===== config.mk =====
export PLATFORM = sky130hd
export DESIGN_NAME = txd_engine
export DESIGN_NICKNAME = d
export VERILOG_FILES = /design/src/rtl/txd_pkg.sv /design/src/rtl/txd_regs.sv /design/src/rtl/txd_fifo.sv /design/src/rtl/txd_ctrl.sv /design/src/rtl/txd_engine.sv
export SDC_FILE = /design/constraint.sdc
export NUM_CORES = 2
export LEC_CHECK = 0
export BUFFER_PORTS_ARGS = -buffer_cell sky130_fd_sc_hd__buf_2
export CAP_MARGIN = 20
export CORE_UTILIZATION = 40
export CTS_CLUSTER_DIAMETER = 40
export CTS_CLUSTER_SIZE = 12
export DETAILED_ROUTE_END_ITERATION = 8
export PLACE_DENSITY = 0.66
export SKIP_CTS_REPAIR_TIMING = 1
export SLEW_MARGIN = 30
export SYNTH_ARGS = -nofsm -noshare
export SYNTH_HDL_FRONTEND = slang
export SYNTH_HIERARCHICAL = 1
export SYNTH_SLANG_ARGS = --single-unit

===== constraint.sdc =====
create_clock -name clk_i -period 8.05 [get_ports clk_i]
set_input_delay 0.805 -clock clk_i [delete_from_list [all_inputs] [get_ports clk_i]]
set_output_delay 0.805 -clock clk_i [all_outputs]
set_load 0.02 [all_outputs]

===== src/rtl/txd_pkg.sv =====
package txd_pkg;
  localparam int NSLOT  = 4;
  localparam int SLOT_W = 2;
  localparam int LEN_W  = 13;
  localparam int THR_W  = 6;
  localparam int OWN_BIT = 13;
  localparam int UND_BIT = 14;
  localparam int OK_BIT  = 15;
  localparam int THR_LSB = 16;
  localparam logic [7:0] STAT_BASE = 8'h10;
  localparam logic [7:0] ADDR_BASE = 8'h20;
  localparam logic [7:0] INT_ADDR  = 8'h3C;
  localparam int INT_OK  = 2;
  localparam int INT_ERR = 3;

  typedef struct packed {
    logic [31:0]      addr;
    logic [THR_W-1:0] thr;
    logic [LEN_W-1:0] len;
  } slot_cfg_t;

  typedef enum logic [1:0] {S_IDLE, S_RUN, S_DRAIN} eng_st_t;
endpackage


===== src/rtl/txd_regs.sv =====
module txd_regs
  import txd_pkg::*;
(
  input  logic                         clk_i,
  input  logic                         rst_ni,
  input  logic                         en_i,
  input  logic                         we_i,
  input  logic [7:0]                   addr_i,
  input  logic [31:0]                  wdata_i,
  output logic [31:0]                  rdata_o,
  output slot_cfg_t [NSLOT-1:0]        cfg_o,
  output logic [NSLOT-1:0]             pend_o,
  input  logic [SLOT_W-1:0]            cur_i,
  input  logic                         busy_i,
  input  logic                         take_i,
  input  logic                         fin_i,
  input  logic                         fin_ok_i,
  input  logic                         fin_own_i,
  output logic                         irq_o
);
  logic [NSLOT-1:0][31:0] stat_w;
  logic [1:0]             int_q;

  for (genvar n = 0; n < NSLOT; n++) begin : g_slot
    logic [LEN_W-1:0] len_q;
    logic [THR_W-1:0] thr_q;
    logic [31:0]      addr_q;
    logic             own_q, ok_q, und_q, pend_q;
    logic             is_cur, stat_hit, addr_hit;

    assign is_cur   = cur_i == SLOT_W'(n);
    // the slot the engine holds or is taking is not rewritable
    assign stat_hit = we_i && en_i && (addr_i == STAT_BASE + 8'(4*n)) && !(is_cur && (busy_i || take_i));
    assign addr_hit = we_i && (addr_i == ADDR_BASE + 8'(4*n));

    always_ff @(posedge clk_i or negedge rst_ni) begin
      if (!rst_ni) begin
        len_q <= '0; thr_q <= '0; addr_q <= '0;
        own_q <= 1'b0; ok_q <= 1'b0; und_q <= 1'b0; pend_q <= 1'b0;
      end else begin
        if (addr_hit) addr_q <= wdata_i;
        if (stat_hit) begin
          len_q  <= wdata_i[LEN_W-1:0];
          thr_q  <= wdata_i[THR_LSB +: THR_W];
          own_q  <= 1'b0; ok_q <= 1'b0; und_q <= 1'b0;
          pend_q <= 1'b1;
        end else begin
          if (take_i && is_cur) pend_q <= 1'b0;
          if (fin_i && is_cur) begin
            own_q <= fin_own_i;
            ok_q  <= fin_ok_i;
            und_q <= !fin_ok_i;
          end
        end
      end
    end

    assign stat_w[n] = {{(32-THR_LSB-THR_W){1'b0}}, thr_q, ok_q, und_q, own_q, len_q};
    assign cfg_o[n]  = '{addr: addr_q, thr: thr_q, len: len_q};
    assign pend_o[n] = pend_q;
  end

  always_ff @(posedge clk_i or negedge rst_ni) begin
    if (!rst_ni) int_q <= '0;
    else begin
      logic [1:0] clr, set;
      clr = (we_i && addr_i == INT_ADDR) ? {wdata_i[INT_ERR], wdata_i[INT_OK]} : 2'b00;
      set = {fin_i && !fin_ok_i, fin_i && fin_ok_i};
      int_q <= (int_q & ~clr) | set;
    end
  end

  always_comb begin
    rdata_o = '0;
    for (int n = 0; n < NSLOT; n++) begin
      if (addr_i == STAT_BASE + 8'(4*n)) rdata_o = stat_w[n];
      if (addr_i == ADDR_BASE + 8'(4*n)) rdata_o = cfg_o[n].addr;
    end
    if (addr_i == INT_ADDR) rdata_o = {28'd0, int_q, 2'b00};
  end

  assign irq_o = |int_q;
endmodule


===== src/rtl/txd_fifo.sv =====
module txd_fifo #(
  parameter int DEPTH = 64,
  localparam int PW    = $clog2(DEPTH),
  localparam int CNT_W = PW + 1
) (
  input  logic             clk_i,
  input  logic             rst_ni,
  input  logic             flush_i,
  input  logic [2:0]       push_n_i,
  input  logic [31:0]      push_data_i,
  input  logic             pop_i,
  output logic [7:0]       data_o,
  output logic [CNT_W-1:0] count_o,
  output logic             empty_o
);
  logic [7:0]    mem [DEPTH];
  logic [PW-1:0] wp_q, rp_q;

  always_ff @(posedge clk_i) begin
    for (int k = 0; k < 4; k++)
      if (!flush_i && 3'(k) < push_n_i) mem[wp_q + PW'(k)] <= push_data_i[8*k +: 8];
  end

  always_ff @(posedge clk_i or negedge rst_ni) begin
    if (!rst_ni) begin
      wp_q <= '0; rp_q <= '0; count_o <= '0;
    end else if (flush_i) begin
      wp_q <= '0; rp_q <= '0; count_o <= '0;
    end else begin
      wp_q    <= wp_q + PW'(push_n_i);
      rp_q    <= rp_q + PW'(pop_i);
      count_o <= count_o + CNT_W'(push_n_i) - CNT_W'(pop_i);
    end
  end

  assign data_o  = mem[rp_q];
  assign empty_o = count_o == '0;
endmodule


===== src/rtl/txd_ctrl.sv =====
module txd_ctrl
  import txd_pkg::*;
#(
  parameter int DEPTH = 64,
  localparam int CNT_W = $clog2(DEPTH) + 1
) (
  input  logic                  clk_i,
  input  logic                  rst_ni,
  input  logic [NSLOT-1:0]      pend_i,
  input  slot_cfg_t [NSLOT-1:0] cfg_i,
  output logic [SLOT_W-1:0]     cur_o,
  output logic                  take_o,
  output logic                  busy_o,
  output logic                  fin_o,
  output logic                  fin_ok_o,
  output logic                  fin_own_o,
  output logic                  mem_req_o,
  output logic [31:0]           mem_addr_o,
  input  logic                  mem_rvalid_i,
  input  logic [31:0]           mem_rdata_i,
  output logic [2:0]            push_n_o,
  output logic [31:0]           push_data_o,
  output logic                  flush_o,
  output logic                  pop_o,
  input  logic [CNT_W-1:0]      count_i,
  input  logic                  empty_i,
  input  logic                  tx_ready_i,
  output logic                  tx_valid_o,
  output logic                  tx_last_o,
  output logic                  tx_abort_o
);
  eng_st_t          st_q;
  logic [SLOT_W-1:0] cur_q;
  logic [LEN_W-1:0] len_q, f_cnt_q, s_cnt_q, remain;
  logic [THR_W-1:0] thr_q;
  logic [31:0]      base_q;
  logic             outst_q, started_q;
  logic             fetch_done, room, issue, start_ok, live, underrun, rsp;
  logic [2:0]       n_word;

  assign fetch_done = f_cnt_q == len_q;
  assign remain     = len_q - f_cnt_q;
  assign n_word     = (remain >= LEN_W'(4)) ? 3'd4 : remain[2:0];
  assign room       = count_i <= CNT_W'(DEPTH - 4);
  assign issue      = st_q == S_RUN && !outst_q && !fetch_done && room;
  assign rsp        = outst_q && mem_rvalid_i;

  // start once threshold met, frame fully buffered, or FIFO can take no more
  assign start_ok = (count_i != '0 && 16'(count_i) >= {5'd0, thr_q, 5'd0}) || fetch_done || !room;
  assign live     = st_q == S_RUN && (started_q || start_ok);
  assign underrun = st_q == S_RUN && started_q && empty_i && tx_ready_i;

  assign tx_valid_o  = live && !empty_i;
  assign pop_o       = tx_valid_o && tx_ready_i;
  assign tx_last_o   = tx_valid_o && (s_cnt_q == len_q - LEN_W'(1));
  assign tx_abort_o  = underrun;
  assign mem_req_o   = outst_q;
  assign mem_addr_o  = {base_q[31:2], 2'b00} + 32'(f_cnt_q);
  assign push_n_o    = (st_q == S_RUN && rsp) ? n_word : 3'd0;
  assign push_data_o = mem_rdata_i;
  assign flush_o     = st_q == S_DRAIN;
  assign take_o      = st_q == S_IDLE && pend_i[cur_q];
  assign busy_o      = st_q != S_IDLE;
  assign cur_o       = cur_q;

  always_comb begin
    fin_o = 1'b0; fin_ok_o = 1'b0; fin_own_o = 1'b0;
    if (take_o && cfg_i[cur_q].len == '0) begin
      fin_o = 1'b1; fin_ok_o = 1'b1; fin_own_o = 1'b1;
    end else if (pop_o && tx_last_o) begin
      fin_o = 1'b1; fin_ok_o = 1'b1; fin_own_o = fetch_done;
    end else if (st_q == S_DRAIN && !outst_q) begin
      fin_o = 1'b1; fin_own_o = fetch_done;
    end
  end

  always_ff @(posedge clk_i or negedge rst_ni) begin
    if (!rst_ni) begin
      st_q <= S_IDLE; cur_q <= '0; len_q <= '0; thr_q <= '0; base_q <= '0;
      f_cnt_q <= '0; s_cnt_q <= '0; outst_q <= 1'b0; started_q <= 1'b0;
    end else begin
      unique case (st_q)
        S_IDLE: if (take_o) begin
          len_q <= cfg_i[cur_q].len; thr_q <= cfg_i[cur_q].thr; base_q <= cfg_i[cur_q].addr;
          f_cnt_q <= '0; s_cnt_q <= '0; outst_q <= 1'b0; started_q <= 1'b0;
          if (cfg_i[cur_q].len == '0) cur_q <= cur_q + 1'b1;
          else st_q <= S_RUN;
        end
        S_RUN: begin
          if (issue) outst_q <= 1'b1;
          if (rsp) begin
            outst_q <= 1'b0;
            f_cnt_q <= f_cnt_q + LEN_W'(n_word);
          end
          if (pop_o) begin
            s_cnt_q <= s_cnt_q + 1'b1;
            started_q <= 1'b1;
          end
          if (pop_o && tx_last_o) begin
            st_q <= S_IDLE; cur_q <= cur_q + 1'b1;
          end else if (underrun) st_q <= S_DRAIN;
        end
        S_DRAIN: begin
          if (rsp) outst_q <= 1'b0;
          if (!outst_q) begin
            st_q <= S_IDLE; cur_q <= cur_q + 1'b1;
          end
        end
        default: st_q <= S_IDLE;
      endcase
    end
  end
endmodule


===== src/rtl/txd_engine.sv =====
module txd_engine
  import txd_pkg::*;
#(
  parameter int FIFO_DEPTH = 64
) (
  input  logic        clk_i,
  input  logic        rst_ni,
  input  logic        tx_en_i,
  input  logic        reg_we_i,
  input  logic [7:0]  reg_addr_i,
  input  logic [31:0] reg_wdata_i,
  output logic [31:0] reg_rdata_o,
  output logic        irq_o,
  output logic        mem_req_o,
  output logic [31:0] mem_addr_o,
  input  logic        mem_rvalid_i,
  input  logic [31:0] mem_rdata_i,
  output logic        tx_valid_o,
  output logic [7:0]  tx_data_o,
  output logic        tx_last_o,
  output logic        tx_abort_o,
  input  logic        tx_ready_i
);
  localparam int CNT_W = $clog2(FIFO_DEPTH) + 1;

  slot_cfg_t [NSLOT-1:0] cfg;
  logic [NSLOT-1:0]      pend;
  logic [SLOT_W-1:0]     cur;
  logic                  take, busy, fin, fin_ok, fin_own, flush, pop, empty;
  logic [2:0]            push_n;
  logic [31:0]           push_data;
  logic [CNT_W-1:0]      count;

  txd_regs u_regs (
    .clk_i, .rst_ni, .en_i(tx_en_i), .we_i(reg_we_i), .addr_i(reg_addr_i),
    .wdata_i(reg_wdata_i), .rdata_o(reg_rdata_o), .cfg_o(cfg), .pend_o(pend),
    .cur_i(cur), .busy_i(busy), .take_i(take), .fin_i(fin), .fin_ok_i(fin_ok),
    .fin_own_i(fin_own), .irq_o
  );

  txd_ctrl #(.DEPTH(FIFO_DEPTH)) u_ctrl (
    .clk_i, .rst_ni, .pend_i(pend), .cfg_i(cfg), .cur_o(cur), .take_o(take),
    .busy_o(busy), .fin_o(fin), .fin_ok_o(fin_ok), .fin_own_o(fin_own),
    .mem_req_o, .mem_addr_o, .mem_rvalid_i, .mem_rdata_i,
    .push_n_o(push_n), .push_data_o(push_data), .flush_o(flush), .pop_o(pop),
    .count_i(count), .empty_i(empty), .tx_ready_i, .tx_valid_o, .tx_last_o, .tx_abort_o
  );

  txd_fifo #(.DEPTH(FIFO_DEPTH)) u_fifo (
    .clk_i, .rst_ni, .flush_i(flush), .push_n_i(push_n), .push_data_i(push_data),
    .pop_i(pop), .data_o(tx_data_o), .count_o(count), .empty_o(empty)
  );
endmodule


After elaboration in Yosys (flattened, before gate mapping)

Memory sizes are Yosys's and may differ from the RTL's.
Index checks and enable logic that the tools add are counted.

Logic and storage cells: 268
Memory bits (writable): 512
Bits in registers: 324
Memories kept: 1
Input bits: 78

Memories:

| memory     | words | bits a word | read ports | clocked after memory_dff | wr ports | RTL line       | text |
|---|---|---|---|---|---|---|---|
| u_fifo.mem | 64    | 8           | 1          | 0                        | 4        | txd_fifo.sv:16 | `logic [7:0] mem [DEPTH];` |

Eq/ne operators: 26
$add $sub $neg: 13
Muxes and demuxes: 90
Reductions and logical operators: 86
Order comparisons: 8
Bitwise gates (word level): 3

Operators by type and width:

| kind                                                               | number |
|---|---|
| 2-to-1 mux 32 bit                                                  | 8 |
| binary-select mux 51 bit (select 2 bit)                            | 1 |
| 2-to-1 mux 1 bit                                                   | 54 |
| case mux 13 bit (2 select lines)                                   | 2 |
| 2-to-1 mux 51 bit                                                  | 1 |
| logical AND 1 bit                                                  | 49 |
| == test 8 x 6 -> 1 bit, second input constant                      | 5 |
| 2-to-1 mux 13 bit                                                  | 3 |
| adder 32 x 13 -> 32 bit                                            | 1 |
| == test 8 x 5 -> 1 bit, second input constant                      | 4 |
| == test 13 bit                                                     | 2 |
| 2-to-1 mux 22 bit                                                  | 1 |
| 2-to-1 mux 2 bit                                                   | 10 |
| nonzero test 2 bit                                                 | 10 |
| adder 13 x 1 -> 13 bit, second input constant                      | 1 |
| adder 13 x 3 -> 13 bit                                             | 1 |
| greater-or-equal comparator 13 x 3 -> 1 bit, second input constant | 1 |
| logical NOT 13 bit                                                 | 1 |
| subtractor 13 x 1 -> 13 bit, second input constant                 | 1 |
| subtractor 13 bit                                                  | 1 |
| adder 6 x 2 -> 6 bit, second input constant                        | 2 |
| 2-to-1 mux 6 bit                                                   | 2 |
| case mux 2 bit (3 select lines)                                    | 2 |
| greater-or-equal comparator 7 x 11 -> 1 bit                        | 1 |
| 35 further kinds                                                   | 62 |

Longest topological paths before layout

Depth after elaboration: 14
Mapped depth: 21
Depth with buffers taken out: 20

Hierarchy

The synthesis kept the hierarchy.

Modules (own cells, without submodules):

| module   | cells each | area each (sq um) | seq. area each (sq um) | times used |
|---|---|---|---|---|
| txd_fifo | 3976       | 38630.8           | 15850.2                | 1 |
| txd_regs | 945        | 10646.5           | 5555.3                 | 1 |
| txd_ctrl | 810        | 7208.2            | 2026.9                 | 1 |

Least setup slack after synthesis

Ideal clock, no wire load.

Kind: flip-flop to flip-flop
Start: register u_ctrl.len_q[0]
End: memory u_fifo.mem[0][0], enable pin
Period minus slack after synthesis: 5.059 ns
Arrival time: 4.722 ns
Slack: 2.991 ns
Cell stages (with the launch flop): 20
Required time: 7.713 ns
Setup time: 0.337 ns
Path buffers: 4
Cells stage by stage: dfrtp_1 inv_1 ha_1 fa_1 a22o_1 a2111oi_1 o2111ai_1 nand4bb_1 or3_1 clkbuf_1 nor3_1 a21oi_1 nor2_1 clkbuf_1 and2_1 clkbuf_1 nand2_1 and2_1 clkbuf_1 nand3_1

RTL lines:

| what                   | RTL line       | text |
|---|---|---|
| from (decl)            | txd_ctrl.sv:34 | `logic [LEN_W-1:0] len_q, f_cnt_q, s_cnt_q, remain;` |
| from (signal assigned) | txd_ctrl.sv:84 | `len_q <= cfg_i[cur_q].len; thr_q <= cfg_i[cur_q].thr; base_q <= cfg_i[cur_q].addr;` |
| to (decl)              | txd_fifo.sv:16 |  |

==> Implementation_results.wiki <==
{| class="wikitable"
! Metric !! Value
|-
| Maximum number of pins on one net before global-route repair || 180
|-
| Data arrival time of the critical path || 7200 ps
|-
| Leakage power of the design || 25.0 nW
|-
| Worst-path fanout max || 13
|-
| Initial DRC Count || 8446
|-
| Drt first pass iters || 8
|-
| Routed wire length per instance || 30.2 um
|-
| Row Count || 137
|-
| Netlist area before placement || 56500 um^2
|-
| Layout cells sized above 1 || 19.2%
|-
| DRC violations left || 0
|-
| Reported max-cap violation count || 0
|-
| Max Slew Vio Count || 0
|-
| Power per cell area || 260 nW/um^2
|-
| Flops & latches, synth || 834
|-
| FF-to-FF path depth || 15
|-
| Mean area per synthesized cell || 9.86 um^2
|-
| R2r setup slk || 1270 ps
|-
| RR Endpoint || u_fifo/mem[0][2]
|-
| Distinct cell type count of the synthesized netlist || 106
|-
| Top_reg_cell synth || edfxtp_1
|-
| Drt total wl || 228000 um
|-
| Worst-margin pin slew || 1220 ps
|-
| Vias in the first global route || 47925
|-
| Critical path launch point type || register
|-
| Clk buf depth || 3
|-
| Starting density of the core || 40.4%
|-
| Number of clock sinks || 834
|-
| Total CTS buffers || 121
|-
| Post-layout util || 44.8%
|-
| Port-buffer cells || 154
|-
| Layout overhead on the synthesized area || 11.0%
|-
| Final-report hold violation count || 43
|-
| Top cells by area, synth || edfxtp_1 (27%), dfrtp_1 (14%), mux2i_1 (7.4%), mux2_2 (6.2%), mux4_2 (6.1%)
|-
| Violated checks || negative hold slack
|-
| Later-pin clock latency in the skew report || 810 ps
|-
| Area of the die || 143000 um^2
|-
| Worst supply voltage drop on vdd || 0.000224 V
|-
| Global-route wire length before repair || 325000 um
|-
| Routability cong. || 1.02
|-
| Post-route design area || 62700 um^2
|-
| Instance area after placement || 58300 um^2
|-
| Maximum operating frequency || 0.148 GHz
|-
| Fill cells || 13017
|-
| Most frequent cell after synthesis || nand2_1
|-
| CORE AREA || 140000 um^2
|-
| Congestion Overflow GR || 0
|-
| Synthesized Nets || 5861
|-
| Number of enable-type register cells in the synthesized netlist || 512
|-
| TritonCTS clock tree || done
|-
| Clock transition at the registers of the reported paths || 60 ps
|-
| Data required time of the critical path || 8470 ps
|-
| Capturing instance or port of the critical path || u_fifo/mem[0][2]
|-
| Height of the die || 378 um
|-
| Number of standard cells after synthesis || 5731
|-
| Share of Yosys cell area claimed by the top area cell type || 27.2%
|-
| Setup Slack @ Placement || 1610 ps
|-
| Setup repair after global routing missed its margin || no
|-
| Dominant cell type by area after synthesis || edfxtp_1
|-
| Final-layout worst hold slack || -7.47 ps
|-
| Final setup fails || 0
|-
| Die span in x || 378 um
|-
| Post-DP HPWL || 138000 um
|-
| FF-to-FF Start || u_ctrl/f_cnt_q[2]
|-
| Maximum clock skew at final layout || 78.1 ps
|-
| Total number of vias || 51019
|-
| All-layer global routing usage || 30.9%
|-
| Final TNS setup || 0 ps
|-
| Slew headroom || 18.2%
|-
| Register area share after synthesis || 41.5%
|-
| Startpoint of the worst setup timing path || u_ctrl/f_cnt_q[2]
|-
| Worst setup slack after layout || 1270 ps
|-
| CTS H-Tree Depth || 3
|-
| Final min period || 6780 ps
|-
| Count of pins on the block boundary || 155
|-
| Tightest Hold Check Type || input pin to async pin
|-
| Multi-input gate area in the final layout || 30400 um^2
|-
| Top cells by instance count after synthesis || nand2_1 (687), edfxtp_1 (512), o21ai_0 (476)
|-
| Sequential Area || 23400 um^2
|-
| Crit. End Element || register
|-
| Number of warnings issued by yosys || 6
|-
| Result of the run || finished, violations left
|-
| Clk root buf || clkbuf_16
|-
| Vias per Instance || 6.77
|-
| Fraction of registers with async set/reset || 38.6%
|-
| Period Utilization, post-route || 84.2%
|-
| Number of antenna violations at the first check in global routing || 14
|-
| Worst setup path class || register to register
|-
| Net count, final || 5677
|-
| Routed Antenna Nets || 0
|}
## cells in the final DEF (no fill, tap or decap), types with 208 or more instances in the layout
master / count
nor2_1: 277
a211oi_1: 208
nand2_1: 683
mux2i_1: 419
o21ai_0: 473
dfrtp_1: 317
mux2_2: 310
edfxtp_1: 512
o22ai_1: 222
a21oi_1: 329
## cell families (layout without fill, tap and decap cells)
| group | Yosys count | count (layout) | share of synthesized area (%) |
|---|---|---|---|
| AOI/OAI and AO/OA | 1661 | 1661 | 18.3 |
| xor gates and xnor gates | 71 | 71 | 1.11 |
| adders and majority gates | 53 | 53 | 1.24 |
| buffers and inverters | 677 | 600 | 5.12 |
| DFF | 834 | 834 | 41.5 |
| muxes | 892 | 892 | 19.9 |
| other | 0 | 8 | 0 |
| and+or+nand+nor | 1543 | 1543 | 12.8 |
## power by group
group	internal [W]	switching (W)	leakage, nW
Clock	0.00328	0.00228	2.02
Sequential	0.00486	0.000377	8.94
Combinational	0.00183	0.00367	14.0
Total	0.00997	0.00632	25.0
## registers in the layout (all words and copies together) (netlist names), 2 cells and up
name	count
u_regs/g_slot.own_q	4
u_regs/g_slot.thr_q	24
u_fifo/count_o	7
u_fifo/rp_q	6
u_ctrl/base_q	30
u_ctrl/len_q	13
u_regs/g_slot.addr_q	128
u_ctrl/cur_o	2
u_fifo/wp_q	6
u_ctrl/f_cnt_q	13
u_regs/g_slot.und_q	4
u_ctrl/thr_q	6
u_ctrl/s_cnt_q	13
u_regs/g_slot.len_q	52
u_regs/g_slot.pend_q	4
u_regs/int_q	2
u_fifo/mem	512
u_ctrl/st_q	2
u_regs/g_slot.ok_q	4
## final cells by class
type	count	share of cell area, %
diodes	8	0.0319
clock buffers	135	4.98
clock inverters	95	1.80
inverters	85	0.509
multi-input cells	4220	48.5
flip-flops and latches	834	37.4
well taps	1876	3.74
repair buffers	285	3.02
## metal layers
metal	track usage, %	part of all wire (%)
met1	39.8	36
met4	18.6	7.1
met5	0.240	0.056
met3	10.4	15
met2	44.7	42
## worst min path at each step
stage                                  startpoint                        end  cells past startpoint
after floorplan                   u_ctrl/thr_q[4]            u_ctrl/thr_q[4]                      2
after global placement    u_regs/g_slot[0].pend_q    u_regs/g_slot[0].pend_q                      1
after detailed placement        u_ctrl/base_q[12]          u_ctrl/base_q[12]                      2
after CTS                                  rst_ni  u_regs/g_slot[2].len_q[4]                      1
after global routing                       rst_ni          u_ctrl/base_q[26]                      1
final                                      rst_ni  u_regs/g_slot[1].len_q[5]                      1
## stage by stage
stage	cells	total power (W)
after floorplan	5731	0.00859
after global routing	7535	0.0166
after detailed placement	7296	0.0104
final	7538	0.0163
after global placement	7294	0.0104
after CTS	7526	0.0159
## worst max-delay path, stage by stage (launching register included)
cell,delay (ps)
dfrtp_1,440
inv_1,80
ha_1,380
nor2b_1,170
o31ai_1,480
nor3b_1,130
a211o_1,250
nand4bb_1,230
or3_1,510
nor3_2,670
a21oi_1,410
nor2_1,600
and2_1,940
nand2_1,410
and2_1,390
nand3_1,350
No activity file was read; power rests on OpenSTA's default activity.
